<file path="config.mk">
export PLATFORM = sky130hd
export DESIGN_NAME = pulse_pause_tx
export DESIGN_NICKNAME = d
export VERILOG_FILES = /design/src/rtl/ppe_pkg.sv /design/src/rtl/ppe_sym_timer.sv /design/src/rtl/ppe_bit_shift.sv /design/src/rtl/pulse_pause_tx.sv
export SDC_FILE = /design/constraint.sdc
export NUM_CORES = 1
export LEC_CHECK = 0
export CORE_MARGIN = 4
export CORE_UTILIZATION = 55
export CTS_BUF_LIST = sky130_fd_sc_hd__clkbuf_4 sky130_fd_sc_hd__clkbuf_8 sky130_fd_sc_hd__clkbuf_16
export DETAILED_ROUTE_END_ITERATION = 10
export DONT_BUFFER_PORTS = 1
export PLACE_DENSITY = 0.71
export SLEW_MARGIN = 20
export SYNTH_ARGS = -nofsm -noshare
export SYNTH_HDL_FRONTEND = slang
export SYNTH_SLANG_ARGS = --single-unit
</file>
<file path="constraint.sdc">
create_clock -name clk_i -period 6.1 [get_ports clk_i]
set_input_delay 0 -clock clk_i [delete_from_list [all_inputs] [get_ports clk_i]]
set_output_delay 0 -clock clk_i [all_outputs]
set_load 0.1 [all_outputs]
</file>
<file path="src/rtl/ppe_pkg.sv">
package ppe_pkg;
  typedef enum logic [1:0] {
    ST_IDLE = 2'd0,
    ST_SYM  = 2'd1,
    ST_EOF  = 2'd2,
    ST_DONE = 2'd3
  } ppe_state_e;
endpackage

</file>
<file path="src/rtl/ppe_sym_timer.sv">
module ppe_sym_timer #(
  parameter int TIMER_W = 7
) (
  input  logic               clk_i,
  input  logic               rst_ni,
  input  logic               clr_i,
  input  logic               tick_i,
  output logic [TIMER_W-1:0] cnt_o
);
  always_ff @(posedge clk_i or negedge rst_ni) begin
    if (!rst_ni)     cnt_o <= '0;
    else if (clr_i)  cnt_o <= '0;
    else if (tick_i) cnt_o <= cnt_o + 1'b1;
  end
endmodule

</file>
<file path="src/rtl/ppe_bit_shift.sv">
module ppe_bit_shift #(
  parameter int DATA_W = 31,
  parameter int CNT_W  = 6
) (
  input  logic              clk_i,
  input  logic              rst_ni,
  input  logic              load_i,
  input  logic              shift_i,
  input  logic [DATA_W-1:0] data_i,
  input  logic [DATA_W-1:0] key_i,
  input  logic [CNT_W-1:0]  nbits_i,
  output logic              lsb_o,
  output logic              last_o
);
  logic [DATA_W-1:0] keyed;
  logic [DATA_W-1:0] sreg_q;
  logic [CNT_W-1:0]  left_q;

  for (genvar i = 0; i < DATA_W; i++) begin : g_key
    assign keyed[i] = data_i[i] ^ key_i[i];
  end

  always_ff @(posedge clk_i or negedge rst_ni) begin
    if (!rst_ni) begin
      sreg_q <= '0;
      left_q <= '0;
    end else if (load_i) begin
      sreg_q <= keyed;
      left_q <= nbits_i;
    end else if (shift_i) begin
      sreg_q <= sreg_q >> 1;
      left_q <= left_q - 1'b1;
    end
  end

  assign lsb_o  = sreg_q[0];
  assign last_o = (left_q == CNT_W'(1));
endmodule

</file>
<file path="src/rtl/pulse_pause_tx.sv">
module pulse_pause_tx #(
  parameter int DATA_W  = 31,
  parameter int CNT_W   = 6,
  parameter int T_PAUSE = 30,
  parameter int T_ZERO  = 60,
  parameter int T_ONE   = 120
) (
  input  logic              clk_i,
  input  logic              rst_ni,
  input  logic              tick_i,
  input  logic              start_i,
  input  logic [DATA_W-1:0] data_i,
  input  logic [DATA_W-1:0] key_i,
  input  logic [CNT_W-1:0]  nbits_i,
  output logic              ready_o,
  output logic              carrier_o,
  output logic              done_o
);
  import ppe_pkg::*;

  localparam int TIMER_W = $clog2(T_ONE + 1);
  localparam logic [TIMER_W-1:0] PAUSE_N   = TIMER_W'(T_PAUSE);
  localparam logic [TIMER_W-1:0] PAUSE_END = TIMER_W'(T_PAUSE - 1);
  localparam logic [TIMER_W-1:0] ZERO_END  = TIMER_W'(T_ZERO - 1);
  localparam logic [TIMER_W-1:0] ONE_END   = TIMER_W'(T_ONE - 1);

  ppe_state_e        state_q, state_d;
  logic [TIMER_W-1:0] timer;
  logic              lsb, last;
  logic              len_ok, accept, sym_end, eof_end, timer_clr;
  logic [TIMER_W-1:0] sym_last;

  assign len_ok   = (nbits_i != '0) && (nbits_i <= CNT_W'(DATA_W));
  assign accept   = (state_q == ST_IDLE) && start_i;
  assign sym_last = lsb ? ONE_END : ZERO_END;
  assign sym_end  = (state_q == ST_SYM) && tick_i && (timer == sym_last);
  assign eof_end  = (state_q == ST_EOF) && tick_i && (timer == PAUSE_END);
  assign timer_clr = (state_q == ST_IDLE) || sym_end || eof_end;

  ppe_sym_timer #(.TIMER_W(TIMER_W)) u_timer (
    .clk_i  (clk_i),
    .rst_ni (rst_ni),
    .clr_i  (timer_clr),
    .tick_i (tick_i),
    .cnt_o  (timer)
  );

  ppe_bit_shift #(.DATA_W(DATA_W), .CNT_W(CNT_W)) u_shift (
    .clk_i   (clk_i),
    .rst_ni  (rst_ni),
    .load_i  (accept),
    .shift_i (sym_end),
    .data_i  (data_i),
    .key_i   (key_i),
    .nbits_i (nbits_i),
    .lsb_o   (lsb),
    .last_o  (last)
  );

  always_comb begin
    state_d = state_q;
    unique case (state_q)
      ST_IDLE: if (start_i) state_d = len_ok ? ST_SYM : ST_DONE;
      ST_SYM:  if (sym_end) state_d = last ? ST_EOF : ST_SYM;
      ST_EOF:  if (eof_end) state_d = ST_DONE;
      ST_DONE: state_d = ST_IDLE;
      default: state_d = ST_IDLE;
    endcase
  end

  always_ff @(posedge clk_i or negedge rst_ni) begin
    if (!rst_ni) state_q <= ST_IDLE;
    else         state_q <= state_d;
  end

  // field paused during the opening part of a symbol and the whole closing pause
  assign carrier_o = !(((state_q == ST_SYM) || (state_q == ST_EOF)) && (timer < PAUSE_N));
  assign ready_o   = (state_q == ST_IDLE);
  assign done_o    = (state_q == ST_DONE);
endmodule

</file>
==> summary.md, run 1 <==
| Metric | Value |
|---|---|
| Worst slew pin tran | 1.06 ns |
| Synth async-reset ratio | 100% |
| Pins Over Slew Limit | 0 |
| Core footprint | 0.00472 mm² |
| Die width | 77.7 µm |
| Largest cells by area after synthesis | dfrtp_1, mux2i_1, xor2_1 |
| PostCTS Resize Cnt | 0 |
| Initial antenna violation count | 0 |
| RR Startpoint | state_q[0] |
| Die Ht | 77.7 µm |
| FF-to-FF path depth | 4 |
| Crit share post-route | 45.8% |
| Max Fclk | 0.358 GHz |
| Setup Viol. Count Final | 0 |
| Post-Synth Adder-Cell Area | 4.22% |
| DRT Pass-1 Iters | 4 |
| Via count | 2175 |
| EDFF count, synth | 0 |
| DP Cell Count | 328 |
| Power density cells | 363 mW/mm² |
| Drt wl/cell | 14.7 µm |
| Post-synthesis mux area share | 12.5% |
| Post-synth top area share | 43.1% |
| Largest family of logic cells by synthesized area | simple AND/OR/NAND/NOR gates |
| Post-Synth Simple-Gate Area | 13.0% |
| Final Net Count | 420 |
| Seq. cell area | 0.00115 mm² |
| Worst hold start | tick_i |
| Tmin final | 2.80 ns |
| Final Non-Filler Cells | 407 |
| RSZ-0062 raised after global routing | false |
| Mean Syn Cell Area | 9.75 µm² |
| Clock Root Buffer | clkbuf_8 |
| CTS tree | built |
| Mapped Cells | 274 |
| Critical Path AT | 2.93 ns |
| Synthesized cell area | 0.00267 mm² |
| Clk slew on worst S/H paths | 0.08 ns |
| Maximum vdd drop | 219 µV |
| Slew headroom | 29.6% |
| Post-DP HPWL | 3210 µm |
| First DRT Iteration DRCs | 137 |
| Number of global-route vias before repair | 2198 |
| Post-CTS setup repair buffer count | 0 |
| First-pass GRT wire length | 9880 µm |
| Commonest non-fill, non-tap cell in the layout | dlygate4sd3_1 |
| Area of the multi-input gates | 0.00143 mm² |
| Kind of critical path | reg2reg |
| Worst r2r dst | u_shift.sreg_q[2] |
| CTS Sinks | 46 |
| Share of layout cells above drive strength 1 | 4.71% |
| Die area | 0.00604 mm² |
| Critical Path Sink | u_shift.sreg_q[2] |
| Flops & latches, synth | 46 |
| Grt total ovfl | 0 |
| Hold Vio Cnt, Final | 0 |
| Synth cell types | 36 |
| Layout Skew | 0.00326 ns |
| XOR/XNOR Fraction of Synth Area | 12.5% |
| Aggregate routed wire length | 5980 µm |
| Antenna-violating nets left | 0 |
| H-tree levels | 2 |
| CTS Buf Count | 5 |
| Sequential-to-total area share from yosys stat | 43.1% |
| Ys Warns | 0 |
| Largest net degree at the start of global routing | 61 |
| Top-Level Pins | 75 |
| Most frequent cells in the layout | dlygate4sd3_1, dfrtp_1, nand2_1 |
| Final Util | 74.9% |
| Gr usage total | 20.4% |
| FF-to-FF setup slack | 3.30 ns |
| Mean number of vias per cell | 5.34 |
| Top FF cell, synth | dfrtp_1 |
| Synthesized Nets | 355 |
| Worst setup SP type | register |
| Ant. Diodes | 0 |
| Number of I/O port buffers | 0 |
| Final TNS setup | 0 ns |
| Synth Area in Compound Gates | 11.4% |
| DRC violations left | 0 |
| CP Launch Point | state_q[0] |
| # fillers | 301 |
| Starting Density | 56.6% |
| Clk_lat worst skew | 0.30 ns |
| Floorplan row count | 25 |
| Worst-path fanout max | 60 |
| Max-Cap Viols | 0 |
| Crit path required time | 6.23 ns |
| Leak Pwr | 1.67 nW |
| Area Overhead vs Synth | 32.5% |
| Clock Path Buffers | 2 |
| Hold WC Path Type | in2reg |
| Setup crit end kind | register |
| Yosys top cell by area | dfrtp_1 |
| RD Place Congestion | 0.886 |
| Status | completed |
-- stage by stage --
step | worst slack (ns) | total power [W] | hold WS (ns) | area (µm²)
4_1_cts | 3.38 | 0.00128 | 0.00167 | 3540
5_1_grt | 3.08 | 0.00137 | 0.0500 | 3540
3_3_place_gp | 3.46 | 0.000974 | -0.294 | 2700
3_5_place_dp | 3.38 | 0.000989 | -0.294 | 2700
2_1_floorplan | 3.86 | 0.000914 | -0.296 | 2670
6_report | 3.30 | 0.00128 | 0.0124 | 3540
-- cell type report --
type,instances,share of cell area [%]
well taps,67,2.37
flip-flops and latches,46,32.5
repair buffers,71,20.6
multi-input cells,207,40.5
clock buffers,6,2.16
clock inverters,2,1.06
inverters,8,0.848
-- how the worst min path moves through the flow --
stage | end | slack [ns] | depth (start not counted)
after floorplan | state_q[0] | -0.30 | 0
after global placement | state_q[0] | -0.29 | 0
after detailed placement | u_shift.left_q[5] | -0.29 | 0
after CTS | u_timer.cnt_o[3] | 0.002 | 3
after global routing | u_timer.cnt_o[3] | 0.05 | 3
final | u_timer.cnt_o[3] | 0.01 | 3
-- registers in the layout, indices dropped and copies added (netlist names) --
signal and count:
u_shift.sreg_q 31, u_timer.cnt_o 7, u_shift.left_q 6, state_q 2
-- critical path, stage by stage (launching register included) --
cell     delay [ns]
dfrtp_1        0.43
inv_1          0.14
ha_1           0.88
and2_2         0.91
o21ai_0        0.25
-- metal layers --
layer  routed length, µm  GRT usage, %
met5                   0             0
met4                  31          4.27
met3                 280          5.45
met2                3080          36.2
met1                2590          24.8
-- cell usage after synthesis, drive strengths merged, types with 3 or more instances --
| cell | number |
|---|---|
| a21oi | 3 |
| a31oi | 4 |
| buf | 5 |
| clkbuf | 8 |
| dfrtp | 46 |
| ha | 9 |
| inv | 8 |
| mux2i | 31 |
| nand2 | 39 |
| nand4 | 4 |
| nand4b | 3 |
| nor2 | 18 |
| o21ai | 32 |
| xnor2 | 4 |
| xor2 | 34 |
-- where the power goes --
part,switching (W),internal [W]
Combinational,0.000312,0.000210
Sequential,0.0000940,0.000439
Clock,0.000103,0.000127
-- cell families (layout without fill, tap and decap cells) --
| group | count (synthesis) | after routing |
|---|---|---|
| AND/OR/NAND/NOR | 76 | 76 |
| AO/OA/AOI/OAI | 51 | 51 |
| XOR/XNOR | 38 | 38 |
| multiplexers | 33 | 33 |
| buffers and inverters | 21 | 87 |
| adder cells (fa/ha/maj) | 9 | 9 |
| flip-flops | 46 | 46 |
-- what timing repair did --
action                                 CTS  global route
setup endpoints to repair                0             0
endpoints found under the hold margin   88             0
hold buffers                            71             0
Power figures use the tool's default switching activity.
==> inputs of run 2 (changes only) <==
--- a/config.mk
+++ b/config.mk
@@ -5,12 +5,13 @@
 export SDC_FILE = /design/constraint.sdc
 export NUM_CORES = 1
 export LEC_CHECK = 0
+export ABC_AREA = 1
 export CORE_MARGIN = 4
 export CORE_UTILIZATION = 55
 export CTS_BUF_LIST = sky130_fd_sc_hd__clkbuf_4 sky130_fd_sc_hd__clkbuf_8 sky130_fd_sc_hd__clkbuf_16
 export DETAILED_ROUTE_END_ITERATION = 10
 export DONT_BUFFER_PORTS = 1
-export PLACE_DENSITY = 0.71
+export PLACE_DENSITY = 0.74
 export SLEW_MARGIN = 20
 export SYNTH_ARGS = -nofsm -noshare
 export SYNTH_HDL_FRONTEND = slang
==> constraint.sdc (replaced) <==
create_clock -name clk_i -period 2.4 [get_ports clk_i]
set_input_delay 0 -clock clk_i [delete_from_list [all_inputs] [get_ports clk_i]]
set_output_delay 0 -clock clk_i [all_outputs]
set_load 0.1 [all_outputs]
==> summary.md, run 2 <==
| Metric | Value |
|---|---|
| Final Net Count | 505 |
| DP Worst Slack | 0.487 ns |
| Largest register by flop count | u_shift.sreg_q |
| Core footprint | 0.00485 mm² |
| Clock Path Buffers | 2 |
| Worst setup SP type | register |
| Commonest non-fill, non-tap cell in the layout | nand2_1 |
| Hold WC Path Type | in2reg |
| Max Fclk | 0.454 GHz |
| Crit path required time | 2.61 ns |
| Slew headroom | 67.6% |
| Worst-path fanout max | 32 |
| Synth async-reset ratio | 100% |
| Post-DP HPWL | 3970 µm |
| DRC violations left | 0 |
| Flops & latches, synth | 46 |
| Largest net degree at the start of global routing | 47 |
| Power density cells | 1030 mW/mm² |
| Maximum vdd drop | 604 µV |
| Seq. cell area | 0.00115 mm² |
| Clk_lat worst skew | 0.31 ns |
| First-pass GRT wire length | 11800 µm |
| Synth cell types | 24 |
| Antenna-violating nets left | 0 |
| RD Place Congestion | 0.889 |
| Starting Density | 58.2% |
| CTS Buf Count | 5 |
| Yosys top cell by area | dfrtp_1 |
| Biggest regs | u_shift.sreg_q (31), u_timer.cnt_o (7), u_shift.left_q (6) |
| Setup crit end kind | register |
| Grt total ovfl | 0 |
| Most common cell in the netlist | nand2_1 |
| CTS Sinks | 46 |
| Post-CTS setup repair buffer count | 0 |
| Leak Pwr | 1.73 nW |
| DP Cell Count | 413 |
| Sequential-to-total area share from yosys stat | 40.8% |
| CTS tree | built |
| Area of the multi-input gates | 0.00150 mm² |
| Ys Warns | 0 |
| Die width | 79.6 µm |
| Number of global-route vias before repair | 2719 |
| EDFF count, synth | 0 |
| Largest cells by area after synthesis | dfrtp_1, nand2_1, nand3_2 |
| Cell mode on critical path | nand2_1 |
| First DRT Iteration DRCs | 129 |
| Most frequent cells in the layout | nand2_1, dlygate4sd3_1, dfrtp_1 |
| Ant. Diodes | 0 |
| Crit share post-route | 91.8% |
| Initial antenna violation count | 0 |
| Die Ht | 79.6 µm |
| Synthesized cell area | 0.00282 mm² |
| Setup ws final | 0.197 ns |
| Aggregate routed wire length | 7010 µm |
| Max reg flops | 31 |
| Mean number of vias per cell | 5.33 |
| Worst slew pin tran | 0.486 ns |
| Share of layout cells above drive strength 1 | 12.9% |
| CP Cell Sequence | inv_1 > ha_1 > nand2_1 > buf_6 > a21oi_1 > o21ai_0 > dlygate4sd3_1 > o21ai_0 > nand2_1 > nand2_1 |
| Synthesized Nets | 432 |
| Status | completed |
| Area Overhead vs Synth | 31.9% |
| Final Non-Filler Cells | 492 |
| Top FF cell, synth | dfrtp_1 |
| DRT Pass-1 Iters | 5 |
| Crit path max-delay family | buffers and inverters |
| Final TNS setup | 0 ns |
| Post-synth top area share | 40.8% |
| Clk slew on worst S/H paths | 0.09 ns |
| Kind of critical path | reg2reg |
| Die area | 0.00634 mm² |
| CP max stage cell | dlygate4sd3_1 |
| Max-Cap Viols | 0 |
| Setup Viol. Count Final | 0 |
| Mean Syn Cell Area | 8.04 µm² |
| Drt wl/cell | 14.2 µm |
| Top-Level Pins | 75 |
| Critical Path AT | 2.41 ns |
| CP max stage delay | 0.56 ns |
| Via count | 2621 |
| Layout Skew | 0.00585 ns |
| Top cells by count, synth | nand2_1, dfrtp_1, o21ai_0, a21oi_1, nand3_2 |
| # fillers | 344 |
| Gr usage total | 23.6% |
| H-tree levels | 2 |
| Pins Over Slew Limit | 0 |
| Clock Root Buffer | clkbuf_8 |
| Final Util | 76.8% |
| RSZ-0062 raised after global routing | false |
| Tmin final | 2.20 ns |
| Buffers & Inverters on Critical Path | 3 |
| Floorplan row count | 25 |
| Number of I/O port buffers | 0 |
| Hold Vio Cnt, Final | 0 |
| Mapped Cells | 351 |
run 2: path summary, 6_finish.rpt:
| path | cells after the start | slack [ns] | from | to |
|---|---|---|---|---|
| worst max register to register | 10 | 0.20 | state_q[0] | u_shift.sreg_q[29] |
| min in group asynchronous | 2 | 0.21 | rst_ni | u_timer.cnt_o[5] |
| worst min register to register | 2 | 0.49 | u_shift.sreg_q[23] | u_shift.sreg_q[23] |
| worst max-delay path | 10 | 0.20 | state_q[0] | u_shift.sreg_q[29] |
| max in group asynchronous | 2 | 1.99 | rst_ni | u_shift.sreg_q[29] |
| worst min-delay path | 4 | 0.04 | start_i | state_q[0] |
run 2: kinds of logic (layout without fill, tap and decap cells):
group	Yosys count	in the layout	synth area share, %
xor gates and xnor gates	8	8	2.48
DFF	46	46	40.8
and+or+nand+nor	186	186	34.0
adders and majority gates	9	9	3.99
muxes	1	1	0.355
AOI/OAI and AO/OA	70	70	12.5
buffers and inverters	31	105	5.98
run 2: repair_timing:
item                                    in CTS  in global routing
resized for setup                            0                  1
endpoints found under the hold margin       87                  0
endpoints found under the setup margin       0                  1
hold buffers                                71                  0
run 2: cell type report:
type,count,area share (%)
multi-input cells,274,40.4
flip-flops and latches,46,30.9
repair buffers,76,20.7
well taps,67,2.25
inverters,21,2.12
clock buffers,5,1.85
clock inverters,3,1.85
run 2: where the power goes:
group / internal, W / total (W) / leakage [nW] / switching (W)
Clock: 0.000417 / 0.000704 / 0.0683 / 0.000287
Sequential: 0.00111 / 0.00135 / 0.576 / 0.000237
Combinational: 0.000712 / 0.00180 / 1.08 / 0.00109
Total: 0.00224 / 0.00385 / 1.73 / 0.00161
run 2: stage by stage:
step | area [µm²] | hold WS (ns) | total power [W]
2_1_floorplan | 2820 | -0.296 | 0.00264
3_3_place_gp | 2850 | -0.295 | 0.00285
3_5_place_dp | 2850 | -0.294 | 0.00289
4_1_cts | 3720 | 0.0369 | 0.00383
5_1_grt | 3720 | 0.0947 | 0.00415
6_report | 3720 | 0.0357 | 0.00385
run 2: routing by layer:
| layer | GRT usage (%) | share of wire, % |
|---|---|---|
| met1 | 28.6 | 42 |
| met2 | 40.7 | 51 |
| met3 | 5.87 | 4.8 |
| met4 | 8.08 | 1.8 |
| met5 | 0 | 0 |
run 2: worst register-to-register path: cells and delay by family (launching register included):
kind	cells	cell delay (ns)
buffers and inverters	3	0.95
flip-flops	1	0.43
AO/OA/AOI/OAI	3	0.26
adder cells (fa/ha/maj)	1	0.23
AND/OR/NAND/NOR	3	0.24
==> inputs of run 3 (changes only) <==
--- a/config.mk
+++ b/config.mk
@@ -5,7 +5,6 @@
 export SDC_FILE = /design/constraint.sdc
 export NUM_CORES = 1
 export LEC_CHECK = 0
-export ABC_AREA = 1
 export CORE_MARGIN = 4
 export CORE_UTILIZATION = 55
 export CTS_BUF_LIST = sky130_fd_sc_hd__clkbuf_4 sky130_fd_sc_hd__clkbuf_8 sky130_fd_sc_hd__clkbuf_16
==> summary.md, run 3 (synthesized netlist as in run 1, its figures left out) <==
| Metric | Value |
|---|---|
| Status | completed |
| Die area | 0.00604 mm² |
| Grt total ovfl | 0 |
| CTS Buf Count | 5 |
| Setup ws final | 0.194 ns |
| Comb power frac | 42.7% |
| Largest register by flop count | u_shift.sreg_q |
| Gr usage total | 22.6% |
| Seq pwr share | 41.0% |
| Via count | 2279 |
| Number of I/O port buffers | 0 |
| Worst setup SP type | register |
| Critical Path AT | 2.36 ns |
| Max-Cap Viols | 0 |
| Worst slew pin tran | 0.564 ns |
| Floorplan row count | 25 |
| Core footprint | 0.00472 mm² |
| Number of global-route vias before repair | 2347 |
| Drt wl/cell | 16.1 µm |
| Clock power share | 16.3% |
| DRT Pass-1 Iters | 5 |
| H-tree levels | 2 |
| Pins Over Slew Limit | 0 |
| Clk slew on worst S/H paths | 0.08 ns |
| Max Fclk | 0.453 GHz |
| Max reg flops | 31 |
| Starting Density | 56.6% |
| FF-to-FF path depth | 5 |
| Hold WC Path Type | in2reg |
| CP max stage delay | 0.53 ns |
| Switching pwr | 0.00133 W |
| DP Worst Slack | 0.243 ns |
| Top-Level Pins | 75 |
| Largest net degree at the start of global routing | 61 |
| Hold slack | 0.00836 ns |
| Die width | 77.7 µm |
| CP Cell Sequence | or4b_4 > a211o_2 > buf_4 > mux2i_1 > o21ai_0 |
| Aggregate routed wire length | 6650 µm |
| Commonest non-fill, non-tap cell in the layout | dlygate4sd3_1 |
| First DRT Iteration DRCs | 148 |
| Layout Cell Area excl Fill | 0.00359 mm² |
| CTS tree | built |
| Crit share post-route | 91.9% |
| RD Place Congestion | 0.839 |
| First-pass GRT wire length | 10600 µm |
| Layout Skew | 0.00579 ns |
| Final Net Count | 427 |
| DRC violations left | 0 |
| Post-DP HPWL | 3420 µm |
| Most frequent cells in the layout | dlygate4sd3_1, dfrtp_1, nand2_1 |
| Antenna-violating nets left | 0 |
| Hold Vio Cnt, Final | 0 |
| Biggest regs | u_shift.sreg_q (31), u_timer.cnt_o (7), u_shift.left_q (6) |
| CP max stage cell | or4b_4 |
| Die Ht | 77.7 µm |
| Clock Path Buffers | 2 |
| P_int | 0.00199 W |
| Ant. Diodes | 0 |
| Final TNS setup | 0 ns |
| Tmin final | 2.21 ns |
| Clk_lat worst skew | 0.29 ns |
| Final Util | 76.0% |
| Slew headroom | 62.2% |
| Maximum vdd drop | 607 µV |
| Kind of critical path | reg2reg |
| Setup Viol. Count Final | 0 |
| Initial antenna violation count | 0 |
| Clock Root Buffer | clkbuf_8 |
| Power density cells | 924 mW/mm² |
| CTS Sinks | 46 |
| Area Overhead vs Synth | 34.3% |
| Share of layout cells above drive strength 1 | 6.63% |
| Sw Share | 40.0% |
| Worst hold stages | 3 |
| Mean number of vias per cell | 5.50 |
| Leak Pwr | 1.71 nW |
| Crit path required time | 2.55 ns |
| Worst-path fanout max | 29 |
| RSZ-0062 raised after global routing | false |
| Setup crit end kind | register |
| Placed instance area | 0.00275 mm² |
-- run 3: metrics by stage --
stage	total power, W	std cells
CTS	0.00326	414
finish	0.00331	414
detailed placement	0.00257	335
floorplan	0.00232	274
global placement	0.00253	335
global route	0.00354	414
-- run 3: power groups by stage --
stage          registers [W]  logic [W]  clock network, W
6_report             0.00136    0.00142          0.000541
4_1_cts              0.00134    0.00137          0.000551
2_1_floorplan        0.00130    0.00102                 0
3_5_place_dp         0.00136    0.00122                 0
5_1_grt              0.00140    0.00156          0.000580
3_3_place_gp         0.00134    0.00120                 0
-- run 3: timing repair --
item,4_1_cts,5_1_grt
gates resized for setup,0,0
hold buffers,71,0
setup buffers,0,0
endpoints found under the hold margin,88,0
-- run 3: final cells by class --
class / instances / area (µm²)
Fill cell: 317 / 1130
Multi-Input combinational cell: 207 / 1430
Inverter: 8 / 30.0
Sequential cell: 46 / 1150
Timing Repair Buffer: 78 / 781
Tap cell: 67 / 83.8
Clock buffer: 8 / 110
-- run 3: layer usage --
layer	track usage, %	vias to the layer above	wire length, µm
met4	9.25	0	183
met1	25.6	1090	2610
met3	3.71	17	324
met5	0	-	0
met2	41.8	81	3530
li1	-	1091	-
-- run 3: worst max-delay path: cells and delay by family, from the launching register on --
kind / cells / cell delay [ns]
DFF: 1 / 0.41
muxes: 1 / 0.25
buffers and inverters: 1 / 0.31
and+or+nand+nor: 1 / 0.53
AOI/OAI and AO/OA: 2 / 0.56
-- run 3: path summary, 6_finish.rpt --
path	slack (ns)	endpoint	start
worst min-delay path	0.008	u_timer.cnt_o[3]	tick_i
worst max-delay path	0.19	u_shift.sreg_q[3]	u_shift.sreg_q[0]
worst max register to register	0.19	u_shift.sreg_q[3]	u_shift.sreg_q[0]
min in group asynchronous	0.19	u_shift.left_q[3]	rst_ni
worst min register to register	0.55	u_shift.sreg_q[30]	u_shift.sreg_q[30]
max in group asynchronous	1.99	u_shift.sreg_q[4]	rst_ni
